==> config.mk <==
export PLATFORM = sky130hd
export DESIGN_NAME = seg_stack_unit
export DESIGN_NICKNAME = d
export VERILOG_FILES = /design/src/rtl/stk_pkg.sv /design/src/rtl/stk_seq.sv /design/src/rtl/stk_addr_gen.sv /design/src/rtl/seg_stack_unit.sv
export SDC_FILE = /design/constraint.sdc
export NUM_CORES = 1
export LEC_CHECK = 0
export ABC_AREA = 1
export BUFFER_PORTS_ARGS = -buffer_cell sky130_fd_sc_hd__buf_2
export CORE_AREA = 3 3 144 160
export CTS_CLUSTER_SIZE = 14
export DETAILED_ROUTE_END_ITERATION = 8
export DIE_AREA = 0 0 147 163
export HOLD_SLACK_MARGIN = 0.08
export MAX_ROUTING_LAYER = met4
export PLACE_DENSITY = 0.61
export SYNTH_ARGS = -nofsm -noshare
export SYNTH_HDL_FRONTEND = slang
export SYNTH_SLANG_ARGS = --single-unit
==> constraint.sdc <==
create_clock -name clk -period 9.33 [get_ports clk]
set_clock_uncertainty 0.05 [all_clocks]
set_input_delay 1.866 -clock clk [delete_from_list [all_inputs] [get_ports clk]]
set_output_delay 1.866 -clock clk [all_outputs]
set_load 0.1 [all_outputs]
==> src/rtl/stk_pkg.sv <==
package stk_pkg;
  localparam int WORD_W    = 16;
  localparam int BYTE_W    = 8;
  localparam int SEG_SHIFT = 4;
  localparam int PA_W      = WORD_W + SEG_SHIFT;

  typedef enum logic [1:0] {
    OP_PUSH = 2'b00,
    OP_POP  = 2'b01,
    OP_CALL = 2'b10,
    OP_RET  = 2'b11
  } stk_op_e;

  typedef enum logic [2:0] {
    ST_IDLE,
    ST_WR_HI,
    ST_WR_LO,
    ST_RD_LO,
    ST_RD_HI,
    ST_RD_FIN
  } stk_st_e;

  // Segment shifted left plus offset, truncated to the physical width
  function automatic logic [PA_W-1:0] phys_addr(input logic [WORD_W-1:0] seg,
                                                input logic [WORD_W-1:0] off);
    logic [PA_W-1:0] seg_ext;
    logic [PA_W-1:0] off_ext;
    seg_ext = {seg, {SEG_SHIFT{1'b0}}};
    off_ext = {{SEG_SHIFT{1'b0}}, off};
    return seg_ext + off_ext;
  endfunction

  // True for commands that store a word
  function automatic logic op_stores(input stk_op_e op);
    return (op == OP_PUSH) || (op == OP_CALL);
  endfunction
endpackage

==> src/rtl/stk_seq.sv <==
module stk_seq
  import stk_pkg::*;
(
  input  logic    clk,
  input  logic    rst_n,
  input  logic    cmd_valid,
  input  stk_op_e cmd_op,
  output stk_st_e state,
  output stk_op_e op_q,
  output logic    accept,
  output logic    finish
);
  stk_st_e nxt;

  assign accept = cmd_valid && (state == ST_IDLE);
  assign finish = (state == ST_WR_LO) || (state == ST_RD_FIN);

  always_comb begin
    nxt = state;
    unique case (state)
      ST_IDLE:   if (accept) nxt = op_stores(cmd_op) ? ST_WR_HI : ST_RD_LO;
      ST_WR_HI:  nxt = ST_WR_LO;
      ST_WR_LO:  nxt = ST_IDLE;
      ST_RD_LO:  nxt = ST_RD_HI;
      ST_RD_HI:  nxt = ST_RD_FIN;
      ST_RD_FIN: nxt = ST_IDLE;
      default:   nxt = ST_IDLE;
    endcase
  end

  always_ff @(posedge clk or negedge rst_n) begin
    if (!rst_n) begin
      state <= ST_IDLE;
      op_q  <= OP_PUSH;
    end else begin
      state <= nxt;
      if (accept) op_q <= cmd_op;
    end
  end
endmodule

==> src/rtl/stk_addr_gen.sv <==
module stk_addr_gen
  import stk_pkg::*;
#(
  parameter int AW = WORD_W,
  parameter int PW = PA_W
) (
  input  logic [AW-1:0] seg,
  input  logic [AW-1:0] sp,
  input  stk_st_e       state,
  output logic [PW-1:0] addr,
  output logic          we,
  output logic          re,
  output logic          hi_sel
);
  localparam logic [AW-1:0] ONE = AW'(1);
  localparam logic [AW-1:0] TWO = AW'(2);

  logic [AW-1:0] off;

  always_comb begin
    unique case (state)
      ST_WR_HI: off = sp - ONE;
      ST_WR_LO: off = sp - TWO;
      ST_RD_HI: off = sp + ONE;
      default:  off = sp;
    endcase
  end

  assign addr   = phys_addr(seg, off);
  assign we     = (state == ST_WR_HI) || (state == ST_WR_LO);
  assign re     = (state == ST_RD_LO) || (state == ST_RD_HI);
  assign hi_sel = (state == ST_WR_HI);
endmodule

==> src/rtl/seg_stack_unit.sv <==
module seg_stack_unit
  import stk_pkg::*;
#(
  parameter logic [WORD_W-1:0] SP_RESET = '0,
  parameter logic [WORD_W-1:0] SS_RESET = '0,
  parameter logic [WORD_W-1:0] PC_RESET = '0
) (
  input  logic              clk,
  input  logic              rst_n,
  input  logic              cmd_valid,
  input  logic [1:0]        cmd_op,
  input  logic [WORD_W-1:0] push_data,
  input  logic [WORD_W-1:0] ret_addr,
  input  logic [WORD_W-1:0] call_target,
  input  logic              ptr_wr,
  input  logic [WORD_W-1:0] ptr_sp,
  input  logic [WORD_W-1:0] ptr_ss,
  output logic [PA_W-1:0]   mem_addr,
  output logic              mem_we,
  output logic              mem_re,
  output logic [BYTE_W-1:0] mem_wdata,
  input  logic [BYTE_W-1:0] mem_rdata,
  output logic [WORD_W-1:0] pop_data,
  output logic [WORD_W-1:0] pc_out,
  output logic [WORD_W-1:0] sp_out,
  output logic [WORD_W-1:0] ss_out,
  output logic              busy,
  output logic              done
);
  localparam logic [WORD_W-1:0] TWO = WORD_W'(2);

  stk_st_e state;
  stk_op_e op_q;
  stk_op_e op_in;
  logic    accept;
  logic    finish;
  logic    hi_sel;

  logic [WORD_W-1:0] sp_q, ss_q, pc_q, pop_q, wword_q, tgt_q;
  logic [BYTE_W-1:0] lo_q;
  logic              done_q;

  // Named events for the checker
  logic              fin_write;
  logic              fin_read;
  logic              ptr_take;
  logic [WORD_W-1:0] rd_word;

  assign op_in     = stk_op_e'(cmd_op);
  assign fin_write = finish && (state == ST_WR_LO);
  assign fin_read  = finish && (state == ST_RD_FIN);
  assign ptr_take  = ptr_wr && !cmd_valid && (state == ST_IDLE);
  assign rd_word   = {mem_rdata, lo_q};

  stk_seq u_seq (
    .clk      (clk),
    .rst_n    (rst_n),
    .cmd_valid(cmd_valid),
    .cmd_op   (op_in),
    .state    (state),
    .op_q     (op_q),
    .accept   (accept),
    .finish   (finish)
  );

  stk_addr_gen #(.AW(WORD_W), .PW(PA_W)) u_agen (
    .seg   (ss_q),
    .sp    (sp_q),
    .state (state),
    .addr  (mem_addr),
    .we    (mem_we),
    .re    (mem_re),
    .hi_sel(hi_sel)
  );

  assign mem_wdata = hi_sel ? wword_q[WORD_W-1:BYTE_W] : wword_q[BYTE_W-1:0];

  always_ff @(posedge clk or negedge rst_n) begin
    if (!rst_n) begin
      sp_q    <= SP_RESET;
      ss_q    <= SS_RESET;
      pc_q    <= PC_RESET;
      pop_q   <= '0;
      wword_q <= '0;
      tgt_q   <= '0;
      lo_q    <= '0;
      done_q  <= 1'b0;
    end else begin
      done_q <= finish;
      if (accept) begin
        wword_q <= (op_in == OP_CALL) ? ret_addr : push_data;
        tgt_q   <= call_target;
      end
      if (ptr_take) begin
        sp_q <= ptr_sp;
        ss_q <= ptr_ss;
      end
      if (state == ST_RD_HI) lo_q <= mem_rdata;
      if (fin_write) begin
        sp_q <= sp_q - TWO;
        if (op_q == OP_CALL) pc_q <= tgt_q;
      end
      if (fin_read) begin
        sp_q <= sp_q + TWO;
        if (op_q == OP_RET) pc_q <= rd_word;
        else                pop_q <= rd_word;
      end
    end
  end

  assign busy     = (state != ST_IDLE);
  assign done     = done_q;
  assign sp_out   = sp_q;
  assign ss_out   = ss_q;
  assign pc_out   = pc_q;
  assign pop_data = pop_q;
endmodule

After elaboration in Yosys (flattened, before gate mapping)
Index checks and enable logic that the tools add are counted.
{ "totals": {"ff_bits": 110, "in_bits": 94, "out_inout_bits": 96, "word_cells": 53} }
{ "op_classes": {"n_addsub": 5, "n_eq_ne": 9, "mux": 13, "n_bitwise": 1, "reduce_logical": 15} }
{ "ops": {"columns": ["cell", "count"], "rows": [
  ["$mux 16", 8],
  ["$pmux 16 s3", 1],
  ["$add 20x16->20", 1],
  ["$add 16x1->16 const B", 1],
  ["$add 16x2->16 const B", 1],
  ["$sub 16x1->16 const B", 1],
  ["$sub 16x2->16 const B", 1],
  ["$pmux 3 s4", 1],
  ["$mux 8", 1],
  ["$eq 2x2->1 const B", 3],
  ["$eq 3x2->1 const B", 2],
  ["$eq 3x3->1 const B", 2],
  ["$reduce_bool 3->1", 2],
  ["$logic_and 1x1->1", 5],
  ["$logic_or 1x1->1", 4],
  ["$eq 3x1->1 const B", 1],
  ["$logic_not 3->1", 1],
  ["$mux 3", 1],
  ["$logic_not 2->1", 1],
  ["$mux 2", 1],
  ["$ne 2x2->1 const B", 1],
  ["$reduce_and 2->1", 1],
  ["$logic_not 1->1", 1],
  ["$not 1->1", 1]
]} }

Depth between registers and ports, before layout
{ "logic_depth": {"word_depth": 6, "mapped_depth": 24, "ltp_nobuf": 22} }

Modules after synthesis
A second synthesis with hierarchy kept.
{ "hier_totals": {"hier_cells": 1077, "hier_area_um2": 7833.8} }
{ "modules_own_cells": {"columns": ["module", "n_inst", "cells_per_inst", "area_per_inst_um2", "seq_area_each_um2"], "rows": [
  ["seg_stack_unit", 1, 640, 5437.7, 2627.5],
  ["stk_addr_gen", 1, 408, 2157.1, 0.0],
  ["stk_seq", 1, 29, 239.0, 125.1]
]} }

Least setup slack after synthesis
Ideal clock, no wire load.
{ "synth_path": {"kind": "register to output", "startpoint": "reg u_seq.state[2]", "endpoint": "out mem_addr[19]", "arrival_ns": 5.161, "required_ns": 7.414, "setup_slack_ns": 2.253, "path_stages_with_launch": 12, "n_path_buf": 0, "path_cell_list": "dfrtp_1 -> inv_2 -> nand2_1 -> o21ai_0 -> nor2_1 -> a21oi_1 -> ha_1 -> nand2_1 -> nor2_1 -> a21oi_1 -> nand2_1 -> xor2_1"} }
{ "synth_between": {"elab_chain_cells": 3, "word_cells_on_any_way": 5, "cone_classes": "1 x add/sub; 3 x eq/ne; 1 x mux"} }
{ "synth_lines": {"columns": ["item", "line", "text"], "rows": [
  ["from (decl)", "stk_seq.sv:8", "output stk_st_e state,"],
  ["from (signal assigned)", "stk_seq.sv:36", "state <= nxt;"],
  ["$eq 3x3->1, or another cell as far along", "stk_addr_gen.sv:21", "unique case (state)"],
  ["$pmux 16 s3 (*)", "stk_addr_gen.sv:21", null],
  ["$add 20x16->20 (*)", "stk_pkg.sv:30", "return seg_ext + off_ext;"],
  ["to (decl)", "seg_stack_unit.sv:18", "output logic [PA_W-1:0] mem_addr,"]
]} }
Mark *: on every way between the ends. The rest lies on a longest branch, timed or not.

Worst setup path after layout
{ "layout_path": {"startpoint": "reg u_seq.state[1]", "endpoint": "out mem_addr[19]"} }
The elaborated chain is that of the path after synthesis.

==> impl_results.md <==
* Outcome: finished clean
* Commonest non-fill, non-tap cell in the layout: nand2_1
* Num rows at 56
* Post-route setup TNS at 0 ps
* Final ANT Viol Nets at 0
* Initial antenna violation count at 1
* Total number of H-tree levels at 3
* First-pass GRT wire length at 38020 um
* Main combinational cell family by area after synthesis: simple AND/OR/NAND/NOR gates
* Initial DRC count at 456
* Reg-to-reg startpoint: u_seq.state[1]
* Measured slew at the worst slew-check pin at 1151 ps
* Cts repair resizes at 0
* Later-pin clock latency in the skew report at 360 ps
* Core area at 21440 um2
* GP Congestion at 0.9467
* Synth unique cells at 44
* Required @ worst endpoint at 7410 ps
* CP max FO at 33
* # nets final at 1360
* Routed length per placed instance at 15.53 um
* Headroom to the max-slew limit at 23.04%
* Final slew viol count at 0
* Clock sinks at 110
* RR Endpoint: pc_out[12]
* Clk slew on worst S/H paths at 90 ps
* Synth Area in Compound Gates at 15.07%
* Worst setup path class: reg -> out
* Hold_buf cts at 0
* Post-Syn Area per Cell at 6.991 um2
* Vias in the first global route at 7174
* Post-route clock period utilization at 69.06%
* Postcts setup bufs at 0
* Flop and latch count out of synthesis at 110
* Clock Root Buffer: clkbuf_16
* Asr flop ratio synth at 100.0%
* Global Route Usage Sum at 20.47%
* YS warnings at 0
* Die area at 23960 um2
* Via/cell ratio at 4.888
* Max stage delay on crit path at 550 ps
* Hold WC Path Type: reg -> reg
* Cell Area, Synth at 7473 um2
* Largest net degree at the start of global routing at 71
* Crit path time final at 6444 ps
* CP max-delay cell: dfrtp_1
* Via count at 7478
* Crit path top cell by count: nand2_1
* Num CTS Buffers at 9
* Worst Hold Launch: tgt_q[6]
* Worst r2r path cells at 6
* Most frequent cells in the layout: nand2_1 (348), buf_2 (188), inv_1 (142), dfrtp_1 (110), o21ai_0 (84)
* Initial cell density of the core at 34.86%
* Fmax at 0.1552 GHz
* Final Hold Vio Count at 0
* Gate Count Post-Synth at 1069
* EDFF count, synth at 0
* Mapped Nets at 1195
* Max Cap Viol at 0
* Fraction of layout cells with a size suffix above 1 at 19.05%
* RSZ-0062 raised after global routing: no
* # IOs at 190
* Arrival @ worst endpoint at 4530 ps
* Final WL at 23750 um
* Hold path endpoint: tgt_q[6]
* Clock Path Buffers at 2
* Mux share of post-synthesis cell area at 0%
* Chip Height at 163 um
* Top_reg_cell synth: dfrtp_1
* CTS tree: done
* Die W at 147 um
* Post-synthesis xor/xnor area fraction at 1.641%
* Post-DP HPWL at 18150 um
* Post-Synth Adder-Cell Area at 5.558%
* Seq/Total Area, Yosys at 36.83%
* CP top delay family: simple AND/OR/NAND/NOR gates
* Drt first pass iters at 5
* Critical path cell sequence: nor2_4 > nand2_1 > buf_4 > ha_1 > nand2_1 > nor2_1 > nand2_1 > nand3_1 > or2_2 > nand3_1 > nand3_1 > ha_1 > nand2_1 > o21ai_0 > nand3_1 > nand2_1 > nand3_1 > nand2_1 > xor2_1 > buf_2
* Total grt overflow at 0
* Worst Setup End Kind: output pin
* Reg2Reg Setup Slack at 6650 ps
* Worst Setup Start Kind: flop
* Number of I/O port buffers at 189
* Area Growth Syn to Fin at 18.87%
* CP Buf/Inv Count at 2
* Post-Synth Simple-Gate Area at 29.97%
* Hold Path Depth at 2
* Drt drc at 0
* # setup viols final at 0
## kinds of logic after synthesis
group           count (synthesis)
fa+ha+maj                      32
flops                         110
simple gates                  526
xor+xnor                       14
compound gates                196
buf+inv                       191
## Yosys cell counts, types with 3 or more instances
master / count / share of area (%)
nand2_1: 348 / 17
inv_1: 142 / 7.1
dfrtp_1: 110 / 37
o21ai_0: 84 / 5.6
nand3_1: 73 / 4.9
nor2_1: 66 / 3.3
a21oi_1: 43 / 2.9
ha_1: 30 / 5.0
o211ai_1: 29 / 2.9
o21ai_1: 16 / 1.1
buf_2: 12 / 0.80
nor3_1: 11 / 0.74
inv_2: 10 / 0.50
nand4_1: 10 / 0.84
xor2_1: 9 / 1.1
buf_6: 8 / 1.2
clkbuf_1: 8 / 0.40
o31ai_1: 8 / 0.80
buf_4: 6 / 0.60
xnor2_1: 5 / 0.59
nor2_4: 4 / 0.60
or2_2: 4 / 0.33
a31oi_1: 3 / 0.25
nand2_4: 3 / 0.45
## worst max-delay path by stage
stage                               from      endpoint  depth (start not counted)
after floorplan           u_seq.state[2]  mem_addr[19]                         11
after global placement    u_seq.state[1]  mem_addr[18]                         22
after detailed placement  u_seq.state[1]  mem_addr[19]                         20
after CTS                 u_seq.state[1]  mem_addr[19]                         20
after global routing      u_seq.state[1]  mem_addr[19]                         20
final                     u_seq.state[1]  mem_addr[19]                         20
## per-stage QoR
stage	setup slack (ps)	cells	cell area (um2)	hold slack (ps)	util [%]
after global routing	2455	1530	8884	445.4	41.43
after CTS	2843	1529	8881	430.8	41.42
final	2886	1530	8884	427.7	41.43
after floorplan	2254	1069	7473	392.4	-
after global placement	3338	1513	8562	404.4	39.93
after detailed placement	3249	1513	8562	409.8	39.93
## layer usage
layer	vias up	wire length, um	global-route usage [%]
met5	-	0	-
met4	0	437	5.636
met3	27	1595	4.203
met2	245	11280	33.14
met1	3428	10440	26.27
li1	3778	-	-
## worst min-delay path, stage by stage (launching register included)
cell and delay (ps):
dfrtp_1 360, nand2_1 50, nand2_1 40
## flip-flops by register name, indices dropped and copies added, names as in the netlist
register / cells
u_seq.state: 3
wword_q: 16
pc_out: 16
lo_q: 8
u_seq.op_q: 2
ss_out: 16
pop_data: 16
done: 1
tgt_q: 16
sp_out: 16
## area by class of cell
type,count,area [um2]
sequential,110,2753
fill,2312,12560
clock inverter,7,93.84
multi-input combinational,768,3904
antenna,1,2.502
clock buffer,9,225.2
timing repair buffer,191,963.4
inverter,154,579.3
tap,290,362.8
Power is not shown: default switching activity piles up to over one toggle a cycle in this logic, so the estimate is an artifact.
